File: src/rtl/coal_pkg.sv
package coal_pkg;
   localparam int WORD_W    = 32;
   localparam int BE_W      = WORD_W / 8;
   localparam int OFS_FLD_W = 20;

   localparam logic [7:0] OPC_SINGLE = 8'h01;
   localparam logic [7:0] OPC_BURST  = 8'h09;

   typedef logic [WORD_W-1:0] word_t;

   typedef enum logic [3:0] {
      S_IDLE,
      S_NEW_VAL,
      S_NEW_HDR,
      S_CV_CNT,
      S_CV_HDR,
      S_CV_PREV,
      S_AP_VAL,
      S_AP_CNT,
      S_AP_PAD,
      S_FILL
   } seq_state_e;

   typedef enum logic [1:0] {
      K_NONE,
      K_SINGLE_FULL,
      K_SINGLE_PART,
      K_BURST
   } last_kind_e;
endpackage

File: src/rtl/coal_byte_en.sv
module coal_byte_en
   import coal_pkg::*;
#(
   parameter int LANES = BE_W
) (
   input  logic [LANES*8-1:0] mask,
   output logic [LANES-1:0]   be
);
   for (genvar b = 0; b < LANES; b++) begin : g_lane
      assign be[b] = |mask[8*b +: 8];
   end
endmodule

File: src/rtl/coal_hdr_fmt.sv
module coal_hdr_fmt
   import coal_pkg::*;
#(
   parameter int OFS_W = 20
) (
   input  logic             burst,
   input  logic [BE_W-1:0]  be,
   input  logic [OFS_W-1:0] ofs,
   output word_t            hdr
);
   logic [OFS_FLD_W-1:0] ofs_ext;

   assign ofs_ext = OFS_FLD_W'(ofs);
   assign hdr     = burst ? {OPC_BURST, {BE_W{1'b0}}, ofs_ext}
                          : {OPC_SINGLE, be, ofs_ext};
endmodule

File: src/rtl/coal_buf.sv
module coal_buf
   import coal_pkg::*;
#(
   parameter int DEPTH_DW = 64,
   localparam int AW      = $clog2(DEPTH_DW)
) (
   input  logic          clk,
   input  logic          wr_en,
   input  logic [AW-1:0] wr_addr,
   input  word_t         wr_data,
   input  logic [AW-1:0] rd_addr,
   output word_t         rd_data
);
   word_t mem [DEPTH_DW];
   word_t rd_q;

   always_ff @(posedge clk) begin
      if (wr_en) mem[wr_addr] <= wr_data;
      rd_q <= mem[rd_addr];
   end

   assign rd_data = rd_q;
endmodule

File: src/rtl/coal_seq.sv
module coal_seq
   import coal_pkg::*;
#(
   parameter int DEPTH_DW = 64,
   parameter int LINE_DW  = 16,
   parameter int OFS_W    = 20,
   localparam int AW      = $clog2(DEPTH_DW),
   localparam int PW      = $clog2(DEPTH_DW + 1),
   localparam int LB      = $clog2(LINE_DW)
) (
   input  logic             clk,
   input  logic             rst_n,
   input  logic             req_valid,
   input  logic [OFS_W-1:0] req_ofs,
   input  word_t            req_value,
   input  logic [BE_W-1:0]  req_be,
   input  logic             req_full,
   input  logic             fin_valid,
   output logic             req_ready,
   output logic             err_overflow,
   output logic [PW-1:0]    fill_pos,
   output logic             wr_en,
   output logic [AW-1:0]    wr_addr,
   output word_t            wr_data
);
   localparam logic [PW-1:0] ROOM_LIM = PW'(DEPTH_DW - 2);

   seq_state_e       st;
   last_kind_e       lkind;
   logic [PW-1:0]    fill_q, start_q, cnt_q;
   logic [OFS_W-1:0] lofs, r_ofs;
   word_t            lval, r_val;
   logic [BE_W-1:0]  r_be;
   logic             err_q;

   logic [PW-1:0]    even_up, fill_inc, wpos;
   logic             no_room, can_merge;
   word_t            hdr_w;

   assign even_up   = fill_q + PW'(fill_q[0]);
   assign fill_inc  = fill_q + PW'(1);
   assign no_room   = fill_q > ROOM_LIM;
   assign can_merge = (lkind == K_SINGLE_FULL || lkind == K_BURST)
                      && req_full && (lofs == req_ofs);

   coal_hdr_fmt #(.OFS_W(OFS_W)) u_hdr (
      .burst (st == S_CV_HDR),
      .be    (r_be),
      .ofs   (r_ofs),
      .hdr   (hdr_w)
   );

   always_comb begin
      wr_en   = 1'b1;
      wpos    = fill_q;
      wr_data = '0;
      unique case (st)
         S_NEW_VAL: begin wpos = start_q;            wr_data = r_val;              end
         S_NEW_HDR: begin wpos = start_q + PW'(1);   wr_data = hdr_w;              end
         S_CV_CNT:  begin wpos = start_q;            wr_data = WORD_W'(1);         end
         S_CV_HDR:  begin wpos = start_q + PW'(1);   wr_data = hdr_w;              end
         S_CV_PREV: begin wpos = start_q + PW'(2);   wr_data = lval;               end
         S_AP_VAL:  begin wpos = fill_q;             wr_data = r_val;              end
         S_AP_CNT:  begin wpos = start_q;            wr_data = WORD_W'(cnt_q);     end
         S_AP_PAD:  begin wpos = fill_q;             wr_data = '0;                 end
         S_FILL:    begin wpos = fill_q;             wr_data = '0;                 end
         default:   begin wr_en = 1'b0;                                            end
      endcase
   end

   assign wr_addr = wpos[AW-1:0];

   always_ff @(posedge clk) begin
      if (!rst_n) begin
         st      <= S_IDLE;
         lkind   <= K_NONE;
         fill_q  <= '0;
         start_q <= '0;
         cnt_q   <= '0;
         lofs    <= '0;
         lval    <= '0;
         r_ofs   <= '0;
         r_val   <= '0;
         r_be    <= '0;
         err_q   <= 1'b0;
      end else begin
         err_q <= 1'b0;
         unique case (st)
            S_IDLE: begin
               if (req_valid) begin
                  if (no_room) begin
                     err_q <= 1'b1;
                  end else begin
                     r_val <= req_value;
                     r_ofs <= req_ofs;
                     r_be  <= req_be;
                     if (can_merge) begin
                        st <= (lkind == K_BURST) ? S_AP_VAL : S_CV_CNT;
                     end else begin
                        start_q <= even_up;
                        st      <= S_NEW_VAL;
                     end
                  end
               end else if (fin_valid) begin
                  lkind <= K_NONE;
                  if (fill_q[LB-1:0] != '0) st <= S_FILL;
               end
            end
            S_NEW_VAL: st <= S_NEW_HDR;
            S_NEW_HDR: begin
               fill_q <= start_q + PW'(2);
               lkind  <= (r_be == '1) ? K_SINGLE_FULL : K_SINGLE_PART;
               lofs   <= r_ofs;
               lval   <= r_val;
               st     <= S_IDLE;
            end
            S_CV_CNT: st <= S_CV_HDR;
            S_CV_HDR: st <= S_CV_PREV;
            S_CV_PREV: begin
               fill_q <= start_q + PW'(3);
               cnt_q  <= PW'(1);
               lkind  <= K_BURST;
               st     <= S_AP_VAL;
            end
            S_AP_VAL: begin
               fill_q <= fill_inc;
               cnt_q  <= cnt_q + PW'(1);
               st     <= S_AP_CNT;
            end
            S_AP_CNT: st <= fill_q[0] ? S_AP_PAD : S_IDLE;
            S_AP_PAD: st <= S_IDLE;
            S_FILL: begin
               fill_q <= fill_inc;
               if (fill_inc[LB-1:0] == '0) st <= S_IDLE;
            end
            default: st <= S_IDLE;
         endcase
      end
   end

   assign req_ready    = (st == S_IDLE);
   assign err_overflow = err_q;
   assign fill_pos     = fill_q;
endmodule

File: src/rtl/regwr_coalescer.sv
module regwr_coalescer
   import coal_pkg::*;
#(
   parameter int DEPTH_DW = 64,
   parameter int LINE_DW  = 16,
   parameter int OFS_W    = 20
) (
   input  logic                            clk,
   input  logic                            rst_n,
   input  logic                            req_valid,
   output logic                            req_ready,
   input  logic [OFS_W-1:0]                req_offset,
   input  logic [31:0]                     req_data,
   input  logic [31:0]                     req_mask,
   input  logic                            fin_valid,
   output logic                            err_overflow,
   output logic [$clog2(DEPTH_DW+1)-1:0]   fill_pos,
   input  logic [$clog2(DEPTH_DW)-1:0]     rd_addr,
   output logic [31:0]                     rd_data
);
   localparam int AW = $clog2(DEPTH_DW);
   localparam int PW = $clog2(DEPTH_DW + 1);
   localparam int LB = $clog2(LINE_DW);

   if (OFS_W < 1 || OFS_W > OFS_FLD_W) begin : g_bad_ofs
      $error("OFS_W must be 1..20");
   end
   if (LINE_DW < 2 || (1 << LB) != LINE_DW) begin : g_bad_line
      $error("LINE_DW must be a power of two of at least 2");
   end
   if (DEPTH_DW < LINE_DW || (DEPTH_DW % LINE_DW) != 0) begin : g_bad_depth
      $error("DEPTH_DW must be a nonzero multiple of LINE_DW");
   end

   logic [BE_W-1:0] be;
   logic            wr_en;
   logic [AW-1:0]   wr_addr;
   word_t           wr_data;
   logic [PW-1:0]   fill_w;

   coal_byte_en #(.LANES(BE_W)) u_be (
      .mask (req_mask),
      .be   (be)
   );

   coal_seq #(
      .DEPTH_DW (DEPTH_DW),
      .LINE_DW  (LINE_DW),
      .OFS_W    (OFS_W)
   ) u_seq (
      .clk          (clk),
      .rst_n        (rst_n),
      .req_valid    (req_valid),
      .req_ofs      (req_offset),
      .req_value    (req_data),
      .req_be       (be),
      .req_full     (&req_mask),
      .fin_valid    (fin_valid),
      .req_ready    (req_ready),
      .err_overflow (err_overflow),
      .fill_pos     (fill_w),
      .wr_en        (wr_en),
      .wr_addr      (wr_addr),
      .wr_data      (wr_data)
   );

   coal_buf #(.DEPTH_DW(DEPTH_DW)) u_buf (
      .clk     (clk),
      .wr_en   (wr_en),
      .wr_addr (wr_addr),
      .wr_data (wr_data),
      .rd_addr (rd_addr),
      .rd_data (rd_data)
   );

   assign fill_pos = fill_w;
endmodule

File: config.mk
export PLATFORM = sky130hd
export DESIGN_NAME = regwr_coalescer
export DESIGN_NICKNAME = d
export VERILOG_FILES = /design/src/rtl/coal_pkg.sv /design/src/rtl/coal_byte_en.sv /design/src/rtl/coal_hdr_fmt.sv /design/src/rtl/coal_buf.sv /design/src/rtl/coal_seq.sv /design/src/rtl/regwr_coalescer.sv
export SDC_FILE = /design/constraint.sdc
export NUM_CORES = 2
export LEC_CHECK = 0
export CORE_MARGIN = 4
export CORE_UTILIZATION = 35
export DETAILED_ROUTE_END_ITERATION = 10
export DONT_BUFFER_PORTS = 1
export PLACE_DENSITY = 0.56
export SETUP_SLACK_MARGIN = 0.05
export SKIP_LAST_GASP = 1
export SLEW_MARGIN = 25
export SYNTH_ARGS = -nofsm -noshare
export SYNTH_HDL_FRONTEND = slang
export SYNTH_SLANG_ARGS = --single-unit
File: constraint.sdc
create_clock -name clk -period 7.15 [get_ports clk]
set_input_delay 1.43 -clock clk [delete_from_list [all_inputs] [get_ports clk]]
set_output_delay 1.43 -clock clk [all_outputs]
set_load 0.02 [all_outputs]
; ---- After elaboration in Yosys (flattened, before gate mapping)
; Memory sizes are Yosys's and may differ from the RTL's. A register that Yosys moved wholly into a read port is not among the register bits.
; Index checks and enable logic that the tools add are counted.
; Widths: inputs -> output; s select.
[totals]
regBits = 136
ramBits = 2048
in_bits = 94
output_inout_bits = 41
wordCells = 86
mem_count = 1
[classes]
add_sub_neg = 6
order_cmp = 1
n_eq_ne = 19
n_mux = 22
bitwise = 2
n_reduce_logical = 24
[memory_table]
columns = name, depth, word_bits, rd, rd_ports_with_merged_regs, write_ports, line
row1 = u_buf.mem, 64, 32, 1, 1, 1, coal_buf.sv:14  ; word_t mem [DEPTH_DW];
[ops]
columns = op, count
row1 = $pmux 32 s5, 1
row2 = $pmux 4 s8, 1
row3 = $reduce_and 32->1, 1
row4 = $reduce_or 8->1, 4
row5 = $mux 28, 1
row6 = $mux 4, 7
row7 = $pmux 7 s3, 1
row8 = $eq 20x20->1, 1
row9 = $pmux 6 s3, 1
row10 = $eq 4x3->1 const B, 4
row11 = $add 7x1->7 const B, 2
row12 = $add 7x2->7 const B, 2
row13 = $pmux 7 s2, 1
row14 = $eq 4x4->1 const B, 3
row15 = $reduce_and 3->1, 3
row16 = $reduce_or 9->1, 1
row17 = $eq 4x2->1 const B, 2
row18 = $logic_not 4->1, 2
row19 = $reduce_and 4->1, 2
row20 = $add 7x1->7, 1
row21 = $gt 7x6->1 const B, 1
row22 = $add 6x1->6 const B, 1
row23 = $mux 2, 3
row24 = $ne 3x2->1 const B, 2
row25 = other kinds (17), 26

; ---- Depth between registers and ports, before layout
[depth]
depth_word = 8
ltp_mapped = 11
depth_no_buf = 8

; ---- By module
; Synthesis repeated with hierarchy kept, for this count alone.
[hier_totals]
cells_unflattened = 4209
hier_area_um2 = 85145.4
[by_module_without_submodules]
columns = module, n_inst, cells_each, area_per_inst_um2, seq_area_each_um2
row1 = coal_buf, 1, 3324, 78515.3, 62139.6
row2 = coal_seq, 1, 828, 6253.5, 2702.6
row3 = coal_hdr_fmt, 1, 34, 242.7, 0.0
row4 = regwr_coalescer, 1, 11, 68.8, 0.0
row5 = coal_byte_en, 1, 12, 65.1, 0.0

; ---- Least setup slack after synthesis
; OpenSTA, ideal clock, no wires.
[synth_path]
path_type = reg-to-reg
startpoint = register u_seq.st[1]
endpoint = memory u_buf.mem[0][0] (netlist name), enable pin
setup_time_ns = 0.421
t_arrival_ns = 3.075
t_required_ns = 6.729
setup_slack_ns = 3.654
stages_incl_launch_ff = 9
n_path_buf = 2
synth_period_minus_slack_ns = 3.496
path_cell_list = dfxtp_1 buf_2 buf_2 nor3_1 a211oi_1 a222oi_1 nor2b_1 nand2_1 nor2_1
[synth_via]
elab_chain_len = 5
word_cells_on_any_way = 16
classes_between = eq/ne: 9 / mux: 4 / reduce/logical: 3
[synth_rtl]
columns = item, line
row1 = from (decl), coal_seq.sv:28  ; seq_state_e st;
row2 = from (signal assigned), coal_seq.sv:98  ; st <= (lkind == K_BURST) ? S_AP_VAL : S_CV_CNT;
row3 = from (signal assigned), coal_seq.sv:130  ; S_AP_CNT: st <= fill_q[0] ? S_AP_PAD : S_IDLE;
row4 = "$eq 4x3->1, or another cell as far along", coal_seq.sv:57  ; unique case (st)
row5 = $reduce_or 9->1 (no source line), n/a
row6 = $mux 1, coal_seq.sv:57
row7 = $mux 1, coal_buf.sv:18  ; if (wr_en) mem[wr_addr] <= wr_data;
row8 = $mux 1 (not written as such), coal_buf.sv:18
row9 = to (decl), coal_buf.sv:14
; Several ways; a longest one is shown, not always the timed one.

==> impl_results.md <==
* Critical Path, Cell by Cell: buf_16 -> buf_16 -> buf_16 -> buf_16 -> buf_16 -> mux4_2 -> mux4_2 -> o22ai_1 -> nor2_1
* Logic pwr share at 8.7%
* Total I/O pin count at 135
* Syn Nets at 4293
* Synth top area cells: sky130_fd_sc_hd__edfxtp_1 (72%), sky130_fd_sc_hd__mux4_2 (15%), sky130_fd_sc_hd__dfxtp_1 (3.9%), sky130_fd_sc_hd__nand2_1 (1.6%), sky130_fd_sc_hd__a21oi_1 (1.0%)
* Worst-case clock buffer depth at 3
* CTS tree: yes
* Final hold violation count at 0
* DRC errors left at 0
* H-Tree Level Count at 4
* Outcome: finished with violations
* Most frequent CP cell: sky130_fd_sc_hd__buf_16
* Pin count of the biggest net entering global routing at 510
* Fraction of power spent switching nets at 24.18%
* Internal Pwr Total at 21.90 mW
* Die width at 501.3 µm
* Post-synthesis async set-or-reset flop share at 0%
* # port buffers at 0
* Clock edge transition at the registers on the reported setup and hold paths at 60 ps
* Clock latency at the later pin of the worst-skew pair at 860 ps
* Data required time at the worst endpoint at 7800 ps
* Proportion of netlist area held by the largest area contributor at 72.22%
* Sum of negative setup slack at 0 ps
* Core Box Area at 241200 µm²
* Vias in the first global route at 42950
* Netlist area before placement at 85150 µm²
* Full die area at 251300 µm²
* P_sw at 6.985 mW
* Post-CTS setup buffer count at 0
* Power per cell area at 297.9 nW/µm²
* Die Y at 501.3 µm
* Final WL at 229.5 mm
* Shortest clock period the worst path allows after layout at 5463 ps
* Post-Synth Simple-Gate Area at 3.111%
* Number of register bits inferred by synthesis at 2215
* Type of the most critical hold path: register to register
* Violations in the final reports: max-slew violations
* Cells after synthesis at 4194
* Leading register cell type out of synthesis: sky130_fd_sc_hd__edfxtp_1
* DP Wirelength at 129.2 mm
* Number of pins exceeding their max-slew limit in the final report at 35
* Cell Count, Final, Fillers Out at 7680
* PostCTS Resize Cnt at 0
* Setup repair after global routing missed its margin: false
* Worst hold-check slack at 455.6 ps
* Filler cells at 21170
* Post-synthesis cell type with the largest combined area: sky130_fd_sc_hd__edfxtp_1
* Max-slew headroom at -2.381%
* Post-CTS Hold Buffers at 0
* Iter 0 DRT Violations at 5106
* Worst Path Max Fanout at 94
* Count of nets after finishing at 4401
* Average instance area after synthesis at 20.30 µm²
* Sequential Power Share at 52.4%
* Maximum ir drop on the vdd rail at 0.2320 mV
* CP Buf/Inv Count at 5
* Max Clock Freq at 0.1830 GHz
* Arrival time at the worst endpoint at 6120 ps
* Number of placement rows at 180
* DP Cell Count at 7253
* Fraction of layout instances using a drive strength above 1 at 24.81%
* Adder-Cell Fraction of Synth Area at 0.07347%
* Number of sinks handled by clock tree synthesis at 2215
* Worst setup path class: input port to register
* Post-synthesis compound-gate area fraction at 3.046%
* Share of the cycle needed by the critical path after routing at 76.41%
* Number of buffers inserted during clock tree synthesis at 219
* Least-Margin Pin Slew at 1536 ps
* Initial core utilization at 35.30%
* Critical Path Slowest Stage Cell: sky130_fd_sc_hd__mux4_2
* Leakage Power at 29.78 nW
* Largest delay contributor family on the critical path: buffers and inverters
* Wirelength per Cell at 29.88 µm
* Pwr Total at 28.89 mW
* Via Count at 42460
* Multiplexer share of the synthesized area at 15.73%
* Number of antenna violations at the first check in global routing at 13
* Stage delay of the slowest cell on the critical path at 610 ps
* Share of total power in the clock network at 38.9%
* YS warnings at 0
* Combined global-route utilization of all metal layers at 18.09%
* Kind of end point of the critical path: register
* Xor/xnor share of the synthesized area at 0.3188%
* Final Setup Violations at 0
* Routed Antenna Nets at 0
* Remaining global-route overflow at 0
* Sequential area share after synthesis at 76.15%
* Worst clock skew at 68.70 ps
* Detailed-route vias per instance at 5.529
* Number of flops mapped to enable cells by yosys at 2048
* Yosys cell types at 61
* First-pass GRT wire length at 327.5 mm
* GP Congestion at 0.8033
* Combinational family with the most area after synthesis: multiplexers
* Area Overhead vs Synth at 13.87%
* Max_cap viols at 0
* Critical Path Source Type: input port
* Clk root buf: sky130_fd_sc_hd__clkbuf_16
* Number of detailed-route iterations in the first pass at 6
-- sequential cells by signal (all words and copies together) (netlist names) --
signal,cells
u_buf.mem,2048
u_buf.rd_data,32
u_seq.cnt_q,7
u_seq.err_overflow,1
u_seq.fill_pos,7
u_seq.lkind,2
u_seq.lofs,20
u_seq.lval,32
u_seq.r_be,4
u_seq.r_ofs,20
u_seq.r_val,32
u_seq.st,4
u_seq.start_q,6
-- final timing paths --
kind	start	end	cells after the start	slack (ps)
max	rd_addr[0]	u_buf.rd_data[28]	9	1690
min	u_seq.lval[28]	u_seq.lval[28]	2	460
max reg2reg	u_seq.st[1]	u_buf.mem[59][24]	7	2650
min reg2reg	u_seq.lval[28]	u_seq.lval[28]	2	460
-- worst reg2reg max path: stages (launching register included) --
cell	delay, ps
sky130_fd_sc_hd__dfxtp_1	710
sky130_fd_sc_hd__xnor2_1	280
sky130_fd_sc_hd__a21o_1	270
sky130_fd_sc_hd__a222oi_1	570
sky130_fd_sc_hd__nor2b_1	270
sky130_fd_sc_hd__nand2_1	600
sky130_fd_sc_hd__nor2_4	1040
sky130_fd_sc_hd__buf_4	420
-- Yosys cell counts (all sizes together) (11+ instances only) --
cell       n
mux2      19
a222oi    25
a21oi    176
edfxtp  2048
nand2    365
nand4     11
xnor2     13
a211oi    31
nand3     31
nor2b     27
nor4      15
buf      139
mux4     559
mux2i     59
inv       31
dfxtp    167
a31oi     47
nor2     133
clkbuf    99
xor2      18
o21ai     30
o211ai    15
o22ai     35
-- layout by cell type, fill, tap and decap left out, types with 19 or more instances in the layout --
| cell | n |
|---|---|
| sky130_fd_sc_hd__clkinv_1 | 58 |
| sky130_fd_sc_hd__mux2_2 | 19 |
| sky130_fd_sc_hd__dfxtp_1 | 167 |
| sky130_fd_sc_hd__edfxtp_1 | 2048 |
| sky130_fd_sc_hd__nand3_1 | 31 |
| sky130_fd_sc_hd__nor2_4 | 64 |
| sky130_fd_sc_hd__clkinv_2 | 36 |
| sky130_fd_sc_hd__nand2_1 | 357 |
| sky130_fd_sc_hd__nor2b_1 | 26 |
| sky130_fd_sc_hd__clkbuf_1 | 56 |
| sky130_fd_sc_hd__a31oi_1 | 47 |
| sky130_fd_sc_hd__buf_4 | 93 |
| sky130_fd_sc_hd__a21oi_1 | 174 |
| sky130_fd_sc_hd__a222oi_1 | 25 |
| sky130_fd_sc_hd__o22ai_1 | 35 |
| sky130_fd_sc_hd__a211oi_1 | 31 |
| sky130_fd_sc_hd__nor2_1 | 69 |
| sky130_fd_sc_hd__buf_16 | 21 |
| sky130_fd_sc_hd__clkbuf_16 | 220 |
| sky130_fd_sc_hd__mux2i_1 | 59 |
| sky130_fd_sc_hd__mux4_2 | 559 |
| sky130_fd_sc_hd__o21ai_0 | 30 |
-- routing by layer --
metal  vias to the layer above  wire (µm)  global-route usage (%)
li1                      17520          -                       -
met1                     22960      98870                   26.14
met2                      1694     108300                   28.31
met3                       290      18250                   4.031
met4                         2       4050                   3.652
met5                         -         13                       0
-- power by group through the flow --
stage | clock [mW] | sequential [mW] | combinational, mW
final | 11.2 | 15.1 | 2.53
after detailed placement | 0 | 15.4 | 2.37
after CTS | 11.4 | 15.1 | 2.38
after floorplan | 0 | 15.3 | 1.53
after global routing | 12.0 | 15.2 | 2.70
after global placement | 0 | 15.4 | 2.30
-- metrics by stage --
| stage | setup WS [ps] | area (µm²) | utilization, % |
|---|---|---|---|
| after floorplan | 3654 | 85150 | - |
| after global placement | 2768 | 89160 | 36.96 |
| after detailed placement | 2712 | 89720 | 37.20 |
| after CTS | 2697 | 96680 | 40.08 |
| after global routing | 1244 | 96960 | 40.20 |
| final | 1687 | 96970 | 40.20 |
-- cell type report --
cell class / instances / area, µm² / share of cell area [%]
Sequential cell: 2215 / 64840 / 66.87
Antenna cell: 5 / 12.51 / 0.01290
Clock inverter: 130 / 1200 / 1.237
Inverter: 31 / 128.9 / 0.1329
Timing Repair Buffer: 125 / 1496 / 1.543
Tap cell: 3185 / 3985 / 4.110
Multi-Input combinational cell: 1710 / 19550 / 20.16
Clock buffer: 279 / 5757 / 5.937
-- kinds of logic (layout without fill, tap and decap cells) --
group	Yosys count	count (layout)
multiplexers	637	637
XOR/XNOR	31	31
other	0	5
flip-flops	2215	2215
adder cells (fa/ha/maj)	5	5
AND/OR/NAND/NOR	627	627
AO/OA/AOI/OAI	410	410
buffers and inverters	269	565
Note: power is estimated with default switching activity, not from simulation.
